$ cat src/rtl/pollPkg.sv
package pollPkg;

  typedef enum logic [2:0] {
    S_IDLE,
    S_REQ_A,
    S_WAIT_A,
    S_REQ_B,
    S_WAIT_B,
    S_EVAL,
    S_DELAY
  } pollStateT;

  typedef struct packed {
    logic latchMode;
    logic capA;
    logic capB;
    logic loadDelay;
    logic countDown;
    logic clrTry;
    logic incTry;
  } pollStrobeT;

endpackage

$ cat src/rtl/pollDatapath.sv
module pollDatapath
  import pollPkg::*;
#(
  parameter int DATA_W      = 8,
  parameter int TOGGLE_BIT  = 6,
  parameter int TIMEOUT_BIT = 5,
  parameter int ERASE_CYC   = 50,
  parameter int PROG_CYC    = 25,
  parameter int MAX_TRIES   = 50000
) (
  input  logic              clk,
  input  logic              rstN,
  input  pollStrobeT        strobe,
  input  logic              isErase,
  input  logic [DATA_W-1:0] rdData,
  output logic              toggled,
  output logic              timeoutFlag,
  output logic              delayZero,
  output logic              lastTry
);

  localparam int LONG_CYC = (ERASE_CYC > PROG_CYC) ? ERASE_CYC : PROG_CYC;
  localparam int DLY_W    = $clog2(LONG_CYC + 1);
  localparam int TRY_W    = $clog2(MAX_TRIES + 1);
  localparam logic [DATA_W-1:0] TOGGLE_MASK  = DATA_W'(1) << TOGGLE_BIT;
  localparam logic [DATA_W-1:0] TIMEOUT_MASK = DATA_W'(1) << TIMEOUT_BIT;
  localparam logic [DLY_W-1:0]  ERASE_LOAD   = DLY_W'(ERASE_CYC - 1);
  localparam logic [DLY_W-1:0]  PROG_LOAD    = DLY_W'(PROG_CYC - 1);
  localparam logic [TRY_W-1:0]  LAST_TRY     = TRY_W'(MAX_TRIES - 1);

  logic [DATA_W-1:0] byteA;
  logic [DATA_W-1:0] byteB;
  logic              eraseQ;
  logic [DLY_W-1:0]  delayCnt;
  logic [TRY_W-1:0]  tryCnt;

  always_ff @(posedge clk or negedge rstN) begin
    if (!rstN) begin
      byteA  <= '0;
      byteB  <= '0;
      eraseQ <= 1'b0;
    end else begin
      if (strobe.latchMode) eraseQ <= isErase;
      if (strobe.capA)      byteA  <= rdData;
      if (strobe.capB)      byteB  <= rdData;
    end
  end

  always_ff @(posedge clk or negedge rstN) begin
    if (!rstN) begin
      delayCnt <= '0;
    end else if (strobe.loadDelay) begin
      delayCnt <= eraseQ ? ERASE_LOAD : PROG_LOAD;
    end else if (strobe.countDown && delayCnt != '0) begin
      delayCnt <= delayCnt - 1'b1;
    end
  end

  always_ff @(posedge clk or negedge rstN) begin
    if (!rstN) begin
      tryCnt <= '0;
    end else if (strobe.clrTry) begin
      tryCnt <= '0;
    end else if (strobe.incTry) begin
      tryCnt <= tryCnt + 1'b1;
    end
  end

  assign toggled     = |((byteA ^ byteB) & TOGGLE_MASK);
  assign timeoutFlag = |(byteB & TIMEOUT_MASK);
  assign delayZero   = (delayCnt == '0);
  assign lastTry     = (tryCnt == LAST_TRY);

endmodule

$ cat src/rtl/pollControl.sv
module pollControl
  import pollPkg::*;
(
  input  logic       clk,
  input  logic       rstN,
  input  logic       start,
  input  logic       rdValid,
  input  logic       toggled,
  input  logic       timeoutFlag,
  input  logic       delayZero,
  input  logic       lastTry,
  output pollStrobeT strobe,
  output logic       rdReq,
  output logic       busy,
  output logic       done,
  output logic       pass
);

  pollStateT state, nextState;
  logic recheckQ;
  logic setRecheck, clrRecheck;
  logic finish, finishPass, clearPass;

  always_comb begin
    nextState  = state;
    strobe     = '0;
    setRecheck = 1'b0;
    clrRecheck = 1'b0;
    finish     = 1'b0;
    finishPass = 1'b0;
    clearPass  = 1'b0;
    unique case (state)
      S_IDLE: begin
        if (start) begin
          strobe.latchMode = 1'b1;
          strobe.clrTry    = 1'b1;
          clrRecheck       = 1'b1;
          clearPass        = 1'b1;
          nextState        = S_REQ_A;
        end
      end
      S_REQ_A: nextState = S_WAIT_A;
      S_WAIT_A: begin
        if (rdValid) begin
          strobe.capA = 1'b1;
          nextState   = S_REQ_B;
        end
      end
      S_REQ_B: nextState = S_WAIT_B;
      S_WAIT_B: begin
        if (rdValid) begin
          strobe.capB = 1'b1;
          nextState   = S_EVAL;
        end
      end
      S_EVAL: begin
        if (!toggled) begin
          finish     = 1'b1;
          finishPass = 1'b1;
          nextState  = S_IDLE;
        end else if (!recheckQ && timeoutFlag) begin
          setRecheck = 1'b1;
          nextState  = S_REQ_A;
        end else begin
          strobe.loadDelay = 1'b1;
          clrRecheck       = 1'b1;
          nextState        = S_DELAY;
        end
      end
      S_DELAY: begin
        if (delayZero) begin
          strobe.incTry = 1'b1;
          if (lastTry) begin
            finish    = 1'b1;
            nextState = S_IDLE;
          end else begin
            nextState = S_REQ_A;
          end
        end else begin
          strobe.countDown = 1'b1;
        end
      end
      default: nextState = S_IDLE;
    endcase
  end

  always_ff @(posedge clk or negedge rstN) begin
    if (!rstN) begin
      state    <= S_IDLE;
      recheckQ <= 1'b0;
      done     <= 1'b0;
      pass     <= 1'b0;
    end else begin
      state <= nextState;
      done  <= finish;
      if (setRecheck)      recheckQ <= 1'b1;
      else if (clrRecheck) recheckQ <= 1'b0;
      if (clearPass)       pass <= 1'b0;
      else if (finish)     pass <= finishPass;
    end
  end

  assign rdReq = (state == S_REQ_A) || (state == S_REQ_B);
  assign busy  = (state != S_IDLE);

endmodule

$ cat src/rtl/togglePoller.sv
module togglePoller
  import pollPkg::*;
#(
  parameter int DATA_W      = 8,
  parameter int TOGGLE_BIT  = 6,
  parameter int TIMEOUT_BIT = 5,
  parameter int CLK_MHZ     = 200,
  parameter int ERASE_US    = 50,
  parameter int PROG_US     = 25,
  parameter int MAX_TRIES   = 50000
) (
  input  logic              clk,
  input  logic              rstN,
  input  logic              start,
  input  logic              isErase,
  output logic              rdReq,
  input  logic              rdValid,
  input  logic [DATA_W-1:0] rdData,
  output logic              busy,
  output logic              done,
  output logic              pass
);

  localparam int ERASE_CYC = CLK_MHZ * ERASE_US;
  localparam int PROG_CYC  = CLK_MHZ * PROG_US;

  pollStrobeT strobe;
  logic toggled, timeoutFlag, delayZero, lastTry;

  pollControl u_ctrl (
    .clk        (clk),
    .rstN       (rstN),
    .start      (start),
    .rdValid    (rdValid),
    .toggled    (toggled),
    .timeoutFlag(timeoutFlag),
    .delayZero  (delayZero),
    .lastTry    (lastTry),
    .strobe     (strobe),
    .rdReq      (rdReq),
    .busy       (busy),
    .done       (done),
    .pass       (pass)
  );

  pollDatapath #(
    .DATA_W     (DATA_W),
    .TOGGLE_BIT (TOGGLE_BIT),
    .TIMEOUT_BIT(TIMEOUT_BIT),
    .ERASE_CYC  (ERASE_CYC),
    .PROG_CYC   (PROG_CYC),
    .MAX_TRIES  (MAX_TRIES)
  ) u_dp (
    .clk        (clk),
    .rstN       (rstN),
    .strobe     (strobe),
    .isErase    (isErase),
    .rdData     (rdData),
    .toggled    (toggled),
    .timeoutFlag(timeoutFlag),
    .delayZero  (delayZero),
    .lastTry    (lastTry)
  );

endmodule

$ cat config.mk
export PLATFORM = sky130hd
export DESIGN_NAME = togglePoller
export DESIGN_NICKNAME = d
export VERILOG_FILES = /design/src/rtl/pollPkg.sv /design/src/rtl/pollDatapath.sv /design/src/rtl/pollControl.sv /design/src/rtl/togglePoller.sv
export SDC_FILE = /design/constraint.sdc
export NUM_CORES = 1
export LEC_CHECK = 0
export ABC_AREA = 1
export BUFFER_PORTS_ARGS = -buffer_cell sky130_fd_sc_hd__clkbuf_2
export CAP_MARGIN = 20
export CORE_MARGIN = 3
export CORE_UTILIZATION = 25
export DETAILED_ROUTE_END_ITERATION = 16
export HOLD_SLACK_MARGIN = 0.1
export PLACE_DENSITY = 0.42
export SKIP_CTS_REPAIR_TIMING = 1
export SYNTH_ARGS = -nofsm -noshare
export SYNTH_HDL_FRONTEND = slang
export SYNTH_SLANG_ARGS = --single-unit
$ cat constraint.sdc
create_clock -name clk -period 2.4 [get_ports clk]
set_input_delay 0.36 -clock clk [delete_from_list [all_inputs] [get_ports clk]]
set_output_delay 0.36 -clock clk [all_outputs]
set_load 0.05 [all_outputs]
==> results.ini <==
[routing]
drt_iter0_markers = 98
drt_wl_total_mm = 6.02
avgRoutedWirePerCell_um = 12.4
antenna_violating_nets_post_route = 0
detail_route.first_pass.iterations = 4
via_count = 2170
drc_errors = 0
post_drt_via_cell_ratio = 4.46

[critical_path]
reg2reg_from = u_dp.delayCnt[0]
critical_path.startpoint = u_dp.delayCnt[0]
crit_buf_inv = 2
slowest_delay_ns = 0.37
crit_slowest_cell = dfrtp_1
crit_family = simple AND/OR/NAND/NOR gates
crit_chain = inv_1 -> ha_1 -> nand2_1 -> nor2_4 -> nand2_2 -> nand2_4 -> nand2_2 -> inv_2 -> nand2_1 -> nand3_1
max_fo_critical_path = 8
crit_path_end_kind = flip-flop
worstSetupStartpointType = flip-flop
critPathArrivalTime_ns = 2.07
reg2reg_slack_ns = 0.56
worst-setup-path-type = reg -> reg
worst-endpoint-required_ns = 2.63

[layout]
final_cell_area_sq_um = 2740
antenna-diode-count = 0
layout.cells.most_common = nand2_1
syn2layout_area_growth_pct = 11.9
final-instance-count-excl-fill = 487
most_frequent_cells_in_the_layout = nand2_1 (94), nor2_1 (53), dfrtp_1 (40)
layout-drive-gt1-share = 0.117
fillers = 1070
design.final.nets = 373

[logic_synthesis]
synth.largest_area_cell = dfrtp_1
yosys.cell_types.count = 29
syn-mean-instance-area_sq_um = 7.20
synth.yosys.warnings = 0
synthesized_cell_area_sq_um = 2450
yosys_register_bits = 40
async_set_reset_flop_share_out_of_synthesis = 1.00
gate_count_of_the_mapped_netlist = 340
mappedNetlistNets = 355
synth_enable_flop_cells = 0
yosys.area.top_type_share = 0.409
synthTopCellsByArea = dfrtp_1 (41%), nand2_1 (14%), nor2_1 (8.1%), nand3_1 (7.2%), inv_1 (5.1%)
yosys_most_used_dff = dfrtp_1
seq_area_frac_synth = 0.409

[floorplanning]
initial_core_utilization = 0.261
rows = 35
core_area_sq_um = 9370
die_w_um = 105
pin_count = 17
design.die.area_sq_um = 11000
die_h_um = 105

[timing]
post-route-period-util = 0.767
relative_slew_slack = 0.712
timing_max_transition_violations_final = 0
finalHoldWorstSlack_ns = 0.310
max_slew.worst_pin.slew_ns = 0.428
achievable_clock_frequency_mhz = 543
final.setup_skew_ns = 0.00735
rsz_0062_raised_after_global_routing = false
hold_viol = 0
post-route-worst-setup-slack_ns = 0.560
setup_total_negative_slack_ns = 0
setup_viol = 0
post_layout_min_period_ns = 1.84

[clock_network]
cts_inserted_buffers = 5
cts.sink_count = 40
cts_htree_levels = 2
cts.clk_slew.worst_paths_ns = 0.08
cts.path.max_buffers = 2
insertion_delay_ns = 0.29
clock_tree.root_cell = clkbuf_8
cts_tree = built

[worst_hold_path]
hold_path.class = in -> reg
hp-start = rdData[5]

[power_and_ir_drop]
power.ir.vdd_worst_uv = 624
leakage_uw = 0.00128
power-per-cell-area_nw_per_um2 = 916

[global_routing]
global_route_wire_length_before_repair_mm = 10.4
number_of_antenna_violations_at_the_first_check_in_global_routing = 0
gr-usage-all-layers = 0.115
grt_start_max_net_pins = 21
gr_layer_usage_met2 = 0.171
overflow = 0
grt_use_met3 = 0.0216
first_global_vias = 2082
busiest_layer = met2
grtUsageMet1 = 0.168

[placement]
postPlaceCellArea_sq_um = 2650
hpwl_mm = 4.40
placement.setup.worst_slack_ns = 0.577
numPortBuffers = 10
dpl.cell_count = 479
finalWeightedCongestion = 0.797

[run_status]
run_status = finished clean

[job]
timing.max_cap.violations = 0

[per-layer routing]
| layer | wire length (um) | up-vias | share of wire |
|---|---|---|---|
| met4 | 93 | 0 | 0.015 |
| met3 | 232 | 7 | 0.039 |
| met1 | 3080 | 993 | 0.51 |
| li1 | - | 1130 | - |
| met2 | 2610 | 40 | 0.43 |
| met5 | 0 | - | 0 |
[stage by stage]
stage / util / power [uW]
floorplan: - / 1850
global placement: 0.283 / 2080
detailed placement: 0.283 / 2090
CTS: 0.291 / 2540
global route: 0.292 / 2720
finish: 0.292 / 2510
[worst paths after layout]
check	end	cells past startpoint
worst min register to register	u_dp.delayCnt[12]	2
worst min-delay path	u_dp.byteB[5]	3
worst max-delay path	u_dp.delayCnt[10]	10
min in group asynchronous	u_dp.tryCnt[1]	2
worst max register to register	u_dp.delayCnt[10]	10
max in group asynchronous	u_dp.delayCnt[10]	3
[logic make-up after synthesis]
group	count (synthesis)	synth area share
adder cells (fa/ha/maj)	2	0.0102
buffers and inverters	43	0.0772
AND/OR/NAND/NOR	217	0.406
flip-flops	40	0.409
AO/OA/AOI/OAI	30	0.0695
XOR/XNOR	8	0.0286
[layout make-up]
| type | instances | area (sq um) | share of cell area |
|---|---|---|---|
| Sequential cell | 40 | 1000 | 0.365 |
| Multi-Input combinational cell | 257 | 1260 | 0.460 |
| Clock buffer | 6 | 72.6 | 0.0265 |
| Timing Repair Buffer | 16 | 97.6 | 0.0356 |
| Clock inverter | 1 | 5.00 | 0.00183 |
| Tap cell | 129 | 161 | 0.0589 |
| Inverter | 38 | 143 | 0.0521 |
[power by group]
part	switching (uW)	leakage [uW]	internal, uW
Combinational	721	0.000707	333
Sequential	167	0.000529	847
Clock	243	0.0000410	198
[sequential cells by signal (all words and copies together), names as in the netlist]
signal           cells
u_dp.eraseQ          1
u_dp.tryCnt         16
u_ctrl.recheckQ      1
u_ctrl.state         3
u_dp.byteA           1
u_ctrl.pass          1
u_dp.byteB           2
u_dp.delayCnt       14
u_ctrl.done          1
[Yosys cell counts (5+ instances only)]
| cell | count |
|---|---|
| o21ai_0 | 18 |
| nand4_1 | 15 |
| dfrtp_1 | 40 |
| inv_2 | 5 |
| nand2_1 | 94 |
| nor2_1 | 53 |
| inv_1 | 33 |
| nor3_1 | 5 |
| xor2_1 | 6 |
| nand3_1 | 35 |
[tightest hold or removal path, delay by kind of cell]
family | cells | cell delay (ns)
and+or+nand+nor | 1 | 0.09
AOI/OAI and AO/OA | 1 | 0.04
buffers and inverters | 1 | 0.08
Note: power is estimated with default switching activity, not from simulation.
